<file path="src/rtl/resv_pkg.sv">
// Package: shared access-type encoding for the reservation monitor.
// Assumes the core presents at most one access per cycle.
package resv_pkg;

    typedef enum logic [1:0] {
        ACC_READ      = 2'b00,
        ACC_WRITE     = 2'b01,
        ACC_LOAD_RSV  = 2'b10,
        ACC_STORE_CND = 2'b11
    } acc_kind_e;

endpackage

</file>
<file path="src/rtl/resv_snoop_match.sv">
// Module: decides whether one snooped access intrudes on the armed reservation.
// Assumes snooped accesses are naturally aligned to 2^size bytes; any byte
// overlap with the reserved granule counts as a touch.
module resv_snoop_match #(
    parameter int ADDR_W   = 32,
    parameter int MID_W    = 4,
    parameter int CORE_ID  = 0,
    parameter int GRAN_LSB = 2
) (
    input  logic                       clk,
    input  logic                       rst_n,
    input  logic                       req,
    input  logic                       we,
    input  logic [MID_W-1:0]           mid,
    input  logic [ADDR_W-1:0]          addr,
    input  logic [1:0]                 size,
    input  logic                       ap_ok,
    input  logic                       resv_valid,
    input  logic [ADDR_W-GRAN_LSB-1:0] resv_gran,
    output logic                       hit
);

    localparam logic [MID_W-1:0] OWN_MID = MID_W'(CORE_ID);

    logic [ADDR_W-1:0] cmp_mask;
    logic [ADDR_W-1:0] resv_full;
    logic              overlap;
    logic              foreign_wr;

    // Compare only the bits above the larger of granule and access size.
    always_comb begin
        for (int b = 0; b < ADDR_W; b++) begin
            cmp_mask[b] = (b >= GRAN_LSB) && (b >= int'(size));
        end
    end

    // Overlap test between snooped region and reserved granule.
    always_comb begin
        resv_full = {resv_gran, {GRAN_LSB{1'b0}}};
        overlap   = ((addr ^ resv_full) & cmp_mask) == '0;
    end

    // Qualify: a write by another master with a clean address phase.
    always_comb begin
        foreign_wr = req && we && ap_ok && (mid != OWN_MID);
        hit        = foreign_wr && overlap && resv_valid;
    end

    // reads never count as intrusion.
    a_r7_read_no_hit: assert property (@(posedge clk) disable iff (!rst_n)
        (req && !we) |-> !hit);

    // the core's own writes never count as intrusion.
    a_r7_own_no_hit: assert property (@(posedge clk) disable iff (!rst_n)
        (mid == OWN_MID) |-> !hit);

endmodule

</file>
<file path="src/rtl/resv_tracker.sv">
// Module: holds the reservation valid bit, reserved granule and cancel pulse.
// Assumes at most one of lr_set / sc_clear per cycle; lr_set wins over kills.
module resv_tracker #(
    parameter int GRAN_W = 30
) (
    input  logic              clk,
    input  logic              rst_n,
    input  logic              lr_set,
    input  logic [GRAN_W-1:0] set_gran,
    input  logic              touch,
    input  logic              map_change,
    input  logic              sc_clear,
    output logic              valid_q,
    output logic [GRAN_W-1:0] gran_q,
    output logic              cancel_q
);

    // Update reservation state and generate the delayed cancel.
    always_ff @(posedge clk) begin
        if (!rst_n) begin
            valid_q  <= 1'b0;
            gran_q   <= '0;
            cancel_q <= 1'b0;
        end else begin
            cancel_q <= (touch || (map_change && valid_q)) && !lr_set;
            if (lr_set) begin
                valid_q <= 1'b1;
                gran_q  <= set_gran;
            end else if (touch || map_change || sc_clear) begin
                valid_q <= 1'b0;
            end
        end
    end

    // a load-reserved always arms the reservation on the next cycle.
    a_r2_lr_arms: assert property (@(posedge clk) disable iff (!rst_n)
        lr_set |=> (valid_q && gran_q == $past(set_gran)));

    // cancel never lasts more than one cycle.
    a_r8_cancel_single: assert property (@(posedge clk) disable iff (!rst_n)
        cancel_q |=> !cancel_q);

    // a map change without a new load-reserved leaves nothing armed.
    a_r10_map_kills: assert property (@(posedge clk) disable iff (!rst_n)
        (map_change && !lr_set) |=> !valid_q);

endmodule

</file>
<file path="src/rtl/resv_monitor.sv">
// Module: reservation monitor top. Decodes core accesses, gates the
// store-conditional, and merges snoop intrusion from NUM_SNOOP ports.
// Assumes address phase of a core access terminates in its request cycle.
module resv_monitor #(
    parameter int ADDR_W    = 32,
    parameter int MID_W     = 4,
    parameter int NUM_SNOOP = 2,
    parameter int CORE_ID   = 0,
    parameter int GRAN_LSB  = 2
) (
    input  logic                                clk,
    input  logic                                rst_n,
    input  logic                                core_req,
    input  logic [1:0]                          core_kind,
    input  logic [ADDR_W-1:0]                   core_addr,
    input  logic                                core_ap_ok,
    input  logic [NUM_SNOOP-1:0]                snp_req,
    input  logic [NUM_SNOOP-1:0]                snp_we,
    input  logic [NUM_SNOOP-1:0][MID_W-1:0]     snp_mid,
    input  logic [NUM_SNOOP-1:0][ADDR_W-1:0]    snp_addr,
    input  logic [NUM_SNOOP-1:0][1:0]           snp_size,
    input  logic [NUM_SNOOP-1:0]                snp_ap_ok,
    input  logic                                map_change,
    output logic                                cancel_o,
    output logic                                sc_go,
    output logic                                sc_pass
);
    import resv_pkg::*;

    localparam int GRAN_W = ADDR_W - GRAN_LSB;

    acc_kind_e              kind;
    logic                   lr_set;
    logic                   sc_req;
    logic                   sc_same;
    logic                   resv_valid;
    logic [GRAN_W-1:0]      resv_gran;
    logic [GRAN_W-1:0]      core_gran;
    logic [NUM_SNOOP-1:0]   port_hit;
    logic                   any_hit;

    // Decode the core access type and its granule.
    always_comb begin
        kind      = acc_kind_e'(core_kind);
        core_gran = core_addr[ADDR_W-1:GRAN_LSB];
        lr_set    = core_req && (kind == ACC_LOAD_RSV);
        sc_req    = core_req && (kind == ACC_STORE_CND);
        sc_same   = core_gran == resv_gran;
    end

    // Gate the store-conditional and form its status bit.
    always_comb begin
        sc_go   = sc_req && resv_valid && sc_same && !cancel_o;
        sc_pass = sc_go && core_ap_ok;
    end

    // One intrusion detector per snoop port.
    for (genvar p = 0; p < NUM_SNOOP; p++) begin : g_snoop
        resv_snoop_match #(
            .ADDR_W   (ADDR_W),
            .MID_W    (MID_W),
            .CORE_ID  (CORE_ID),
            .GRAN_LSB (GRAN_LSB)
        ) i_match (
            .clk        (clk),
            .rst_n      (rst_n),
            .req        (snp_req[p]),
            .we         (snp_we[p]),
            .mid        (snp_mid[p]),
            .addr       (snp_addr[p]),
            .size       (snp_size[p]),
            .ap_ok      (snp_ap_ok[p]),
            .resv_valid (resv_valid),
            .resv_gran  (resv_gran),
            .hit        (port_hit[p])
        );
    end

    // Any port intruding counts as a touch.
    always_comb any_hit = |port_hit;

    resv_tracker #(
        .GRAN_W (GRAN_W)
    ) i_tracker (
        .clk        (clk),
        .rst_n      (rst_n),
        .lr_set     (lr_set),
        .set_gran   (core_gran),
        .touch      (any_hit),
        .map_change (map_change),
        .sc_clear   (sc_pass),
        .valid_q    (resv_valid),
        .gran_q     (resv_gran),
        .cancel_q   (cancel_o)
    );

    // a launched store-conditional with clean address phase consumes it.
    a_r4_sc_consumes: assert property (@(posedge clk) disable iff (!rst_n)
        sc_pass |=> !resv_valid);

    // an errored store-conditional keeps the reservation (no touch/map).
    a_r4_err_keeps: assert property (@(posedge clk) disable iff (!rst_n)
        (sc_go && !core_ap_ok && !any_hit && !map_change) |=> resv_valid);

    // a touch without a concurrent load-reserved raises cancel next cycle.
    a_r8_touch_cancels: assert property (@(posedge clk) disable iff (!rst_n)
        (any_hit && !lr_set) |=> cancel_o);

    // nothing is armed while cancel is shown, so no store can launch.
    a_r9_cancel_blocks: assert property (@(posedge clk) disable iff (!rst_n)
        cancel_o |-> !resv_valid);

    // status never reports success without the gate open.
    a_r3_pass_needs_go: assert property (@(posedge clk) disable iff (!rst_n)
        sc_pass |-> sc_go);

endmodule

</file>
<file path="config.mk">
export PLATFORM = sky130hd
export DESIGN_NAME = resv_monitor
export DESIGN_NICKNAME = d
export VERILOG_FILES = /design/src/rtl/resv_pkg.sv /design/src/rtl/resv_snoop_match.sv /design/src/rtl/resv_tracker.sv /design/src/rtl/resv_monitor.sv
export SDC_FILE = /design/constraint.sdc
export NUM_CORES = 1
export LEC_CHECK = 0
export BUFFER_PORTS_ARGS = -buffer_cell sky130_fd_sc_hd__buf_2
export CAP_MARGIN = 20
export CORE_UTILIZATION = 45
export DETAILED_ROUTE_END_ITERATION = 16
export HOLD_SLACK_MARGIN = 0.15
export PLACE_DENSITY = 0.8
export SYNTH_ARGS = -nofsm -noshare
export SYNTH_HDL_FRONTEND = slang
export SYNTH_SLANG_ARGS = --single-unit
</file>
<file path="constraint.sdc">
create_clock -name clk -period 2.6 [get_ports clk]
set_clock_uncertainty 0.2 [all_clocks]
set_input_delay 0.39 -clock clk [delete_from_list [all_inputs] [get_ports clk]]
set_output_delay 0.39 -clock clk [all_outputs]
set_load 0.005 [all_outputs]
</file>
* Yosys cells after proc, flatten, opt, wreduce, memory -nomap -nowiden
Cells that the tools add are included.
** Storage, ports and cells
- Register bits after elaboration :: 32
- Bits in latches :: 0
- Bits in writable memories :: 0
- Bits in read-only memories :: 0
- Output and inout port bits :: 3
- Word-level logic and storage cells :: 43
- Memories kept :: 0
** Operators by class
- Add/sub/neg operators :: 0
- Multipliers :: 0
- Divide/modulo/power cells :: 0
- $lt $le $gt $ge :: 2
- Equal/unequal tests :: 3
- Shift operators :: 0
- Muxes and demuxes :: 2
- Bitwise logic cells :: 4
- Reductions and logical operators :: 29
** Operators with widths (number)
- 32-bit bitwise AND :: 2
- 32-bit zero test :: 2
- 32-bit XOR :: 2
- 30-bit equality test :: 1
- 1-bit logical AND :: 18
- 4-bit nonzero test :: 2
- 2-bit equality test, second input constant :: 2
- 2-bit >= comparator, first input constant :: 2
- 1-bit logical OR :: 3
- 1-bit zero test :: 2
- 1-bit two-way mux :: 2
- 2-bit nonzero test :: 1
- 2-bit OR reduction :: 1

* Depth between registers and ports, before layout
- Word-level depth :: 10
- Mapped depth :: 6
- Depth with buffers taken out :: 6

* Hierarchy
From an unflattened synthesis, not the netlist that was laid out.
** Unflattened totals
- Cell total of the unflattened synthesis :: 239
- Area, all modules :: 2319.7 µm²
** Modules (own cells, without submodules)
- resv_tracker :: times used 1, cells an instance 103, area each 1239.9 µm², sequential area each 640.6 µm²
- resv_snoop_match :: times used 2, cells an instance 44, area each 350.3 µm², sequential area each 0.0 µm²
- resv_monitor :: times used 1, cells an instance 48, area each 379.1 µm², sequential area each 0.0 µm²

* Least setup slack after synthesis
Ideal clock, no wire load.
- Path type :: in2out
- Start point :: input core_addr[25]
- End point :: output sc_pass
- Arrival :: 1.432 ns
- Required time :: 2.010 ns
- Setup slack :: 0.578 ns
- Cell stages on the path :: 4
- Path buffers :: 0
- Cell sequence :: xor2_1 -> or4_4 -> nor4_1 -> and3_1
** On the way
- Cells in the longest elaborated chain, start to end :: 4
** Ends and longest elaborated chain
- from (decl) :: line resv_monitor.sv:15 : input logic [ADDR_W-1:0] core_addr,
- 30-bit equality test :: line resv_monitor.sv:48 : sc_same = core_gran == resv_gran;
- 1-bit logical AND (2 in a row) :: line resv_monitor.sv:53 : sc_go = sc_req && resv_valid && sc_same && !cancel_o;
- 1-bit logical AND :: line resv_monitor.sv:54 : sc_pass = sc_go && core_ap_ok;
- to (decl) :: line resv_monitor.sv:26 : output logic sc_pass
No other way between the ends.

* Worst setup path after layout
- Start point :: register i_tracker.gran_q[23]
- End point :: output sc_pass
** On the way
- Cells in the longest elaborated chain, start to end :: 4
** Ends and longest elaborated chain
- from (decl) :: line resv_tracker.sv:14 : output logic [GRAN_W-1:0] gran_q,
- from (signal assigned) :: line resv_tracker.sv:28 : gran_q <= set_gran;
- 30-bit equality test :: line resv_monitor.sv:48
- 1-bit logical AND (2 in a row) :: line resv_monitor.sv:53
- 1-bit logical AND :: line resv_monitor.sv:54
No other way between the ends.

==> flow_metrics.env <==
export IMPL_status="finished clean"
export IMPL_cts_root_buf="clkbuf_8"
export IMPL_grt_use_total_pct=25.82
export IMPL_worstPathMaxFanout=4
export IMPL_synthAdderAreaFrac_pct=0
export IMPL_via_count=2318
export IMPL_htree_levels=2
export IMPL_finalSetupViolations=0
export IMPL_ant_nets=0
export IMPL_post_cts_buffers=0
export IMPL_syn_avg_cell_area_um2=8.204
export IMPL_grt_first_pass_wirelength_mm=9.853
export IMPL_fin_nets=510
export IMPL_p_leak_nw=1.171
export IMPL_clock_path_buffers=2
export IMPL_switchingPower_mw=0.3294
export IMPL_synth_compound_gate_area_share_pct=12.16
export IMPL_grt_overflow_total=0
export IMPL_comb_power_share_pct=22.8
export IMPL_seqPwrFrac_pct=44.2
export IMPL_synth_simple_gate_area_share_pct=22.06
export IMPL_internal_power_mw=0.8746
export IMPL_die_w_um=72.29
export IMPL_synthCells=271
export IMPL_die_area_um2=5226
export IMPL_whs_path_depth=3
export IMPL_final_layout_size_suffix_gt1_share_pct=33.85
export IMPL_area_growth_pct=33.82
export IMPL_final_core_utilization_pct=62.99
export IMPL_postCtsHoldBufs=0
export IMPL_synth_area_um2=2223
export IMPL_swShare_pct=27.36
export IMPL_synth_seq_cells=32
export IMPL_cts_sinks=32
export IMPL_cp_start_kind="register"
export IMPL_finalCritPeriodShare_pct=95.38
export IMPL_wl_mm=6.783
export IMPL_maxSlewHeadroom_pct=60.27
export IMPL_die_h_um=72.29
export IMPL_fin_tns_setup_ns=0
export IMPL_rsz0062_at_grt="no"
export IMPL_synth_area_mux_share_pct=0
export IMPL_layout_common_cells="117 x buf_2, 72 x xnor2_1, 63 x nand2_1"
export IMPL_grt_antenna_before_repair=0
export IMPL_clk_pin_slew_ns=0.07
export IMPL_syn_num_nets=392
export IMPL_power_density_nw_per_um2=404.6
export IMPL_cts_made_buffers=5
export IMPL_diodes=0
export IMPL_netlist_cell_type_count=21
export IMPL_final_min_clock_period_ns=2.480
export IMPL_layout_commonest_cell="buf_2"
export IMPL_tightest_slew_ns=0.5959
export IMPL_pwr_share_clk_pct=33.0
export IMPL_drt_iter0_markers=89
export IMPL_cts_tree="yes"
export IMPL_yosysWarnings=0
export IMPL_rows=25
export IMPL_nFillCells=427
export IMPL_dpl_cell_count=449
export IMPL_r2r_cells=6
export IMPL_cap_violations=0
export IMPL_hpwl_mm=5.499
export IMPL_clock_fmax_mhz=403.3
export IMPL_drt_pass1_iterations=4
export IMPL_ys_seq_area_share_pct=28.81
export IMPL_crit_type="register to output pin"
export IMPL_vdd_drop_max_v=0.0001763
export IMPL_stdcell_count=457
export IMPL_grt_pass1_vias=2130
export IMPL_design_area_um2=2975
export IMPL_synth_xor_area_share_pct=35.45
export IMPL_start_util_pct=47.07
export IMPL_core_area_um2=4723
export IMPL_drc_errors=0
export IMPL_ios=124
export IMPL_seqCellArea_um2=641.9
export IMPL_placed_area_um2=2884
export IMPL_numPortBuffers=117
export IMPL_total_power_mw=1.204
export IMPL_vias_per_cell=5.072
export IMPL_gp_congestion=0.9157
export IMPL_grt_start_max_net_pins=33
export IMPL_maxSlewViolCount=0
export IMPL_clk_latency_ns=0.29
export IMPL_multi_input_area_um2=1551
export IMPL_wl_per_cell_um=14.84
export IMPL_worst_ep_arrival_time_ns=1.89
export IMPL_min_path_type="input pin to register"
export IMPL_cp_end_kind="output pin"
export IMPL_required_ns=2.01
export IMPL_hold_viol_final=0
export IMPL_synth_top_family_by_area="XOR/XNOR gates"
[timing repair]
item	in CTS	in global routing
resized for setup	0	1
endpoints found under the setup margin	0	1
endpoints found under the hold margin	0	0
[sequential cells by signal, indices dropped and copies added, names as in the netlist]
signal              flops
i_tracker.gran_q       30
i_tracker.cancel_q      1
i_tracker.valid_q       1
[metal layers]
metal  up-vias  global-route usage (%)  wire, um
met4         0                   7.407        79
li1       1154                       -         -
met2       109                   45.07      3199
met1      1046                   31.21      2888
met5         -                       0         0
met3         9                   6.667       616
[metrics by stage]
stage	worst slack, ns	hold WS (ns)
3_5_place_dp	0.3025	0.2627
2_1_floorplan	0.5778	0.2385
4_1_cts	0.08861	0.1610
6_report	0.1202	0.1540
5_1_grt	0.01528	0.1724
3_3_place_gp	0.3131	0.2622
[worst max-delay path, cell delays in order (launching register included)]
cell and delay [ns]:
dfxtp_2 0.35, xor2_1 0.16, or4_4 0.55, nor4_1 0.23, and3_1 0.20, buf_2 0.10
[area by class of cell]
type | instances | area share, %
repair buffers | 120 | 20.44
clock buffers | 8 | 3.028
well taps | 67 | 2.817
flip-flops and latches | 32 | 21.57
multi-input cells | 230 | 52.14
[synth_stat cells, drive strengths merged]
cell type,instances,area (um2)
nor2,3,13.77
clkbuf,9,33.78
or2,1,6.260
nand2,63,236.5
nand4,20,125.1
o41ai,2,17.52
xor2,18,157.7
and3b,1,10.01
and2,1,6.260
nor4,8,50.05
xnor2,72,630.6
a22o,1,8.760
a41oi,1,8.760
a21boi,30,225.2
dfxtp,32,640.6
nand3,1,5.000
a21oi,2,10.01
and3,1,6.260
nor3,4,20.02
or4,1,11.26
[kinds of logic after synthesis]
group | count (synthesis)
simple gates | 104
xor+xnor | 90
compound gates | 36
flops | 32
buf+inv | 9
[power by group through the flow]
stage                     Combinational, mW  Clock, mW  Sequential (mW)
after floorplan                       0.139          0            0.536
after global placement                0.270          0            0.542
after detailed placement              0.274          0            0.543
after CTS                             0.276      0.401            0.532
after global routing                  0.298      0.415            0.534
final                                 0.275      0.397            0.532
[final timing paths]
kind | start | end | slack, ns
setup reg to reg | i_tracker.gran_q[26] | i_tracker.valid_q | 0.59
hold / removal | core_addr[25] | i_tracker.gran_q[23] | 0.15
hold reg to reg | i_tracker.valid_q | i_tracker.cancel_q | 0.27
setup / recovery | i_tracker.gran_q[23] | sc_pass | 0.12
No activity file was read; power rests on OpenSTA's default activity.
